File: config.mk
export PLATFORM = sky130hd
export DESIGN_NAME = eoi_coalesce_tracker
export DESIGN_NICKNAME = d
export VERILOG_FILES = /design/src/rtl/eoi_trk_pkg.sv /design/src/rtl/eoi_dest_slot.sv /design/src/rtl/eoi_pend_counter.sv /design/src/rtl/eoi_coalesce_tracker.sv
export SDC_FILE = /design/constraint.sdc
export NUM_CORES = 1
export LEC_CHECK = 0
export BUFFER_PORTS_ARGS = -buffer_cell sky130_fd_sc_hd__buf_2
export CORE_MARGIN = 5
export CORE_UTILIZATION = 26
export CTS_BUF_LIST = sky130_fd_sc_hd__clkbuf_8
export DETAILED_ROUTE_END_ITERATION = 6
export GPL_TIMING_DRIVEN = 0
export PLACE_DENSITY = 0.47
export SLEW_MARGIN = 20
export SYNTH_ARGS = -nofsm -noshare
export SYNTH_HDL_FRONTEND = slang
export SYNTH_SLANG_ARGS = --single-unit
File: constraint.sdc
create_clock -name clk -period 11.4 [get_ports clk]
set_input_delay 2.28 -clock clk [delete_from_list [all_inputs] [get_ports clk]]
set_output_delay 2.28 -clock clk [all_outputs]
set_load 0.01 [all_outputs]
File: src/rtl/eoi_trk_pkg.sv
package eoi_trk_pkg;

    typedef enum logic [1:0] {
        ST_IDLE  = 2'd0,
        ST_CLEAR = 2'd1,
        ST_SCAN  = 2'd2
    } trk_state_e;

endpackage

File: src/rtl/eoi_dest_slot.sv
module eoi_dest_slot #(
    parameter int VEC_W = 8
) (
    input  logic             clk,
    input  logic             rst_n,
    input  logic             clr,
    input  logic             set,
    input  logic             drop,
    input  logic [VEC_W-1:0] vec_in,
    output logic             pend_o,
    output logic [VEC_W-1:0] vec_o
);

    always_ff @(posedge clk) begin
        if (!rst_n) begin
            pend_o <= 1'b0;
            vec_o  <= '0;
        end else if (clr) begin
            pend_o <= 1'b0;
        end else if (set) begin
            pend_o <= 1'b1;
            vec_o  <= vec_in;
        end else if (drop) begin
            pend_o <= 1'b0;
        end
    end

endmodule

File: src/rtl/eoi_pend_counter.sv
module eoi_pend_counter #(
    parameter int CNT_W = 5
) (
    input  logic             clk,
    input  logic             rst_n,
    input  logic             clr,
    input  logic             load,
    input  logic [CNT_W-1:0] load_val,
    input  logic             inc,
    input  logic             dec,
    output logic [CNT_W-1:0] cnt,
    output logic             underflow
);

    assign underflow = dec && (cnt == '0);

    always_ff @(posedge clk) begin
        if (!rst_n) begin
            cnt <= '0;
        end else if (clr) begin
            cnt <= '0;
        end else if (load) begin
            cnt <= load_val;
        end else if (inc) begin
            cnt <= cnt + 1'b1;
        end else if (dec && !underflow) begin
            cnt <= cnt - 1'b1;
        end
    end

endmodule

File: src/rtl/eoi_coalesce_tracker.sv
module eoi_coalesce_tracker
    import eoi_trk_pkg::*;
#(
    parameter int NUM_DEST = 16,
    parameter int VEC_W    = 8,
    parameter int DIDX_W   = (NUM_DEST > 1) ? $clog2(NUM_DEST) : 1,
    parameter int CNT_W    = $clog2(NUM_DEST + 1)
) (
    input  logic                clk,
    input  logic                rst_n,
    input  logic                edge_valid,
    input  logic                edge_track,
    output logic                coalesced,
    input  logic                dlv_valid,
    input  logic                dlv_track,
    input  logic [NUM_DEST-1:0] dlv_map,
    input  logic [VEC_W-1:0]    dlv_vec,
    input  logic                eoi_valid,
    input  logic [DIDX_W-1:0]   eoi_dest,
    input  logic [VEC_W-1:0]    eoi_vec,
    input  logic                sync_valid,
    input  logic [DIDX_W-1:0]   sync_dest,
    input  logic                sync_pend,
    input  logic [VEC_W-1:0]    sync_vec,
    input  logic                rebuild_req,
    input  logic [NUM_DEST-1:0] live_pend,
    input  logic [VEC_W-1:0]    live_vec,
    output logic [CNT_W-1:0]    pend_count,
    output logic                busy
);

    localparam logic [DIDX_W-1:0] LAST_IDX = DIDX_W'(NUM_DEST - 1);

    trk_state_e          state_q, state_d;
    logic [DIDX_W-1:0]   scan_idx;
    logic [NUM_DEST-1:0] track_map;
    logic [VEC_W-1:0]    slot_vec [NUM_DEST];
    logic [NUM_DEST-1:0] slot_clr, slot_set, slot_drop;
    logic [VEC_W-1:0]    vec_mux;
    logic [CNT_W-1:0]    dlv_pop;
    logic                in_idle, in_scan;
    logic                do_dlv, do_eoi, do_sync, eoi_hit, sync_diff;
    logic                cnt_inc, cnt_dec, cnt_uflow;

    // ---- event decode (IDLE priority: rebuild > delivery > EOI > resync)
    assign in_idle   = (state_q == ST_IDLE);
    assign in_scan   = (state_q == ST_SCAN);
    assign eoi_hit   = track_map[eoi_dest] && (slot_vec[eoi_dest] == eoi_vec);
    assign sync_diff = (sync_pend != track_map[sync_dest]);
    assign do_dlv    = in_idle && !rebuild_req && dlv_valid && dlv_track;
    assign do_eoi    = in_idle && !rebuild_req && !dlv_valid && eoi_valid && eoi_hit;
    assign do_sync   = in_idle && !rebuild_req && !dlv_valid && !eoi_valid
                       && sync_valid && sync_diff;

    always_comb begin
        dlv_pop = '0;
        for (int i = 0; i < NUM_DEST; i++) begin
            dlv_pop = dlv_pop + CNT_W'(dlv_map[i]);
        end
    end

    always_comb begin
        if (do_dlv)       vec_mux = dlv_vec;
        else if (in_scan) vec_mux = live_vec;
        else              vec_mux = sync_vec;
    end

    // ---- per-destination record
    generate
        for (genvar g = 0; g < NUM_DEST; g++) begin : g_slot
            localparam logic [DIDX_W-1:0] IDX = DIDX_W'(g);

            assign slot_clr[g]  = (state_q == ST_CLEAR) || (do_dlv && !dlv_map[g]);
            assign slot_set[g]  = (do_dlv && dlv_map[g])
                                || (do_sync && sync_pend && sync_dest == IDX)
                                || (in_scan && scan_idx == IDX && live_pend[g]);
            assign slot_drop[g] = (do_eoi && eoi_dest == IDX)
                                || (do_sync && !sync_pend && sync_dest == IDX);

            eoi_dest_slot #(.VEC_W(VEC_W)) u_slot (
                .clk    (clk),
                .rst_n  (rst_n),
                .clr    (slot_clr[g]),
                .set    (slot_set[g]),
                .drop   (slot_drop[g]),
                .vec_in (vec_mux),
                .pend_o (track_map[g]),
                .vec_o  (slot_vec[g])
            );
        end
    endgenerate

    // ---- outstanding count
    assign cnt_inc = (do_sync && sync_pend) || (in_scan && live_pend[scan_idx]);
    assign cnt_dec = do_eoi || (do_sync && !sync_pend);

    eoi_pend_counter #(.CNT_W(CNT_W)) u_cnt (
        .clk       (clk),
        .rst_n     (rst_n),
        .clr       (state_q == ST_CLEAR),
        .load      (do_dlv),
        .load_val  (dlv_pop),
        .inc       (cnt_inc),
        .dec       (cnt_dec),
        .cnt       (pend_count),
        .underflow (cnt_uflow)
    );

    // ---- state register
    always_ff @(posedge clk) begin
        if (!rst_n) begin
            state_q  <= ST_IDLE;
            scan_idx <= '0;
        end else begin
            state_q <= state_d;
            if (state_q == ST_CLEAR)  scan_idx <= '0;
            else if (in_scan)         scan_idx <= scan_idx + 1'b1;
        end
    end

    // ---- next state
    always_comb begin
        state_d = state_q;
        unique case (state_q)
            ST_IDLE:  if (rebuild_req || cnt_uflow) state_d = ST_CLEAR;
            ST_CLEAR: state_d = ST_SCAN;
            ST_SCAN:  if (scan_idx == LAST_IDX) state_d = ST_IDLE;
            default:  state_d = ST_IDLE;
        endcase
    end

    // ---- outputs
    always_comb begin
        busy      = !in_idle;
        coalesced = edge_valid && edge_track && (pend_count != '0);
    end

endmodule

==> results.json <==
{
  "status": "complete, no violations",
  "seq_area_frac_synth": 0.346,
  "r2r_slack_ns": 7.85,
  "cp_slowest_stage_delay_ns": 0.59,
  "core_area_um2": 34300,
  "cpMostUsedCell": "fa_1",
  "insertion_delay_ns": 0.46,
  "cp-endpoint": "u_cnt.cnt[2]",
  "startpoint": "dlv_map[0]",
  "first_iter_violations": 549,
  "finalCriticalPeriod_ns": 5.44,
  "cts_htree_levels": 4,
  "cp_slowest_cell": "fa_1",
  "slew_viol_final": 0,
  "placed_area_um2": 9960,
  "die-height_um": 196,
  "post_cts_resized": 0,
  "layout-drive-gt1-share": 0.213,
  "antenna_left": 0,
  "synthArstFlopShare": 0,
  "syn_nets": 971,
  "clock_sinks": 155,
  "worstPathRequired_ns": 11.79,
  "viasPerCell": 4.84,
  "setup_violations": 0,
  "post-route-period-util": 0.477,
  "cap_violations": 0,
  "start_util": 0.261,
  "fill_cells": 3583,
  "final_cells": 1437,
  "netlist_instances": 866,
  "synth_ff_type": "dfxtp_1",
  "fin_skew_ns": 0.0168,
  "critPathLaunchType": "input pin",
  "place_ws_ns": 5.46,
  "dp_hpwl_um": 22700,
  "placed_cells": 1405,
  "cts_tree": "yes",
  "row_count": 68,
  "cts_setup_buffers": 0,
  "worst_pin_slew_ns": 0.924,
  "dieArea_um2": 38300,
  "slew_headroom": 0.380,
  "final_cell_area_um2": 10400,
  "syn_avg_cell_area_um2": 10.3,
  "post_drt_wl_per_cell_um": 21.3,
  "io_pins": 89,
  "grt_pass1_vias": 6913,
  "antenna_found_initial": 0,
  "r2r-end": "u_cnt.cnt[4]",
  "place_congestion": 0.850,
  "vias": 6952,
  "n_antenna_cell": 0,
  "yosysTopAreaCellShare": 0.346,
  "cp_max_fo": 3,
  "drc": 0,
  "cp.arrival_ns": 5.83,
  "synthTopCellsByArea": "dfxtp_1 35%, mux2i_1 17%, nor2b_1 9.6%, mux4_2 8.0%, fa_1 2.5%",
  "timing.fmax_mhz": 184,
  "root_buffer": "clkbuf_8",
  "die_w_um": 196,
  "netlist_area_um2": 8960,
  "cts_buffer_depth": 2,
  "track_usage": 0.158,
  "wl_um": 30600,
  "final_util": 0.302,
  "hold_viol": 0,
  "io_buffers": 84,
  "holdWs_ns": 0.521,
  "r2r_cells": 10,
  "ys_warn_count": 0,
  "cts_buffers": 17,
  "grt_first_pass_wirelength_um": 45200,
  "min_path_type": "reg2reg",
  "peakVddDrop_v": 0.0000736,
  "synth_edf_count": 0,
  "p_leak_nw": 4.35,
  "powerDensity_nw_per_um2": 123,
  "rsz0062_at_grt": "no",
  "yosysTopAreaCell": "dfxtp_1",
  "syn2layout_area_growth_pct": 15.7,
  "hold_buffers": 0,
  "tns_ns": 0,
  "dr.pass1.iters": 5,
  "synthDistinctLibCells": 62,
  "finalNetCount": 1074,
  "ys_ff_latch": 155,
  "clk_pin_slew_ns": 0.10,
  "power_mw": 1.27,
  "grt_overflow": 0,
  "worst_slack_ns": 5.96,
  "min_path_cells": 2,
  "regToRegStartpoint": "g_slot[1].u_slot.pend_o",
  "end_kind": "flip-flop",
  "grt_max_degree": 17,
  "path_class": "in2reg",
  "crit_chain": "buf_2 -> inv_1 -> fa_1 -> fa_1 -> fa_1 -> fa_1 -> inv_1 -> ha_1 -> inv_1 -> fa_1 -> xnor2_1 -> nor2_1 -> a211oi_1 -> o21ai_0 -> o31ai_1"
}
state kept, by name, indices dropped and copies added, names as in the netlist:
register and count:
g_slot.u_slot.vec_o 128, scan_idx 4, state_q 2, u_cnt.cnt 5
g_slot.u_slot.pend_o 16
routing by layer:
metal	vias to the layer above	wire length [um]	global-route usage
li1	3301	-	-
met1	3442	14200	0.217
met2	177	14700	0.259
met3	32	1180	0.0248
met4	0	512	0.0390
met5	-	0	0
cells by family after synthesis:
| logic type | synth area share |
|---|---|
| adder cells (fa/ha/maj) | 0.0413 |
| buffers and inverters | 0.0507 |
| flip-flops | 0.346 |
| multiplexers | 0.277 |
| AND/OR/NAND/NOR | 0.167 |
| XOR/XNOR | 0.0225 |
| AO/OA/AOI/OAI | 0.0954 |
placed cells by master, fill, tap and decap left out, types with 19 or more instances in the layout:
master / n
clkbuf_1: 39
nor2b_1: 137
mux2i_1: 153
buf_2: 99
inv_1: 30
nand2_1: 45
a21oi_1: 24
dfxtp_1: 155
nor2_1: 19
mux4_2: 32
synth_stat cells, types with 12 or more instances:
cell type  number
dfxtp_1       155
mux2i_1       153
nor2b_1       137
nand2_1        45
clkbuf_1       39
mux4_2         32
inv_1          30
a21oi_1        24
nor2_1         19
xnor2_1        17
buf_2          15
a221oi_1       14
o211ai_1       13
ha_1           12
critical path, delay by kind of cell:
kind	cells	cell delay, ns
buffers and inverters	4	0.32
xor gates and xnor gates	1	0.20
and+or+nand+nor	1	0.06
AOI/OAI and AO/OA	3	0.41
adders and majority gates	6	2.55
worst min path at each step:
stage / startpoint / endpoint
detailed placement: g_slot[2].u_slot.vec_o[6] / g_slot[2].u_slot.vec_o[6]
global placement: u_cnt.cnt[2] / u_cnt.cnt[2]
finish: g_slot[14].u_slot.vec_o[1] / g_slot[14].u_slot.vec_o[1]
CTS: g_slot[1].u_slot.vec_o[1] / g_slot[1].u_slot.vec_o[1]
global route: g_slot[0].u_slot.vec_o[5] / g_slot[0].u_slot.vec_o[5]
floorplan: g_slot[2].u_slot.vec_o[1] / g_slot[2].u_slot.vec_o[1]
power breakdown:
part | total [mW] | leakage (nW) | internal [mW] | switching [mW]
Combinational | 0.262 | 2.90 | 0.110 | 0.152
Sequential | 0.567 | 1.25 | 0.556 | 0.0104
Clock | 0.446 | 0.196 | 0.203 | 0.243
Total | 1.27 | 4.35 | 0.869 | 0.405
final cells by class:
type                            count  area [um2]  area share
Multi-Input combinational cell    614        5410       0.522
Sequential cell                   155        3100       0.299
Tap cell                          455         569      0.0549
Timing Repair Buffer               84         420      0.0406
Buffer                             67         342      0.0330
Clock buffer                       17         234      0.0226
Clock inverter                     15         176      0.0170
Inverter                           30         113      0.0109
(Power assumes the default switching activity.)
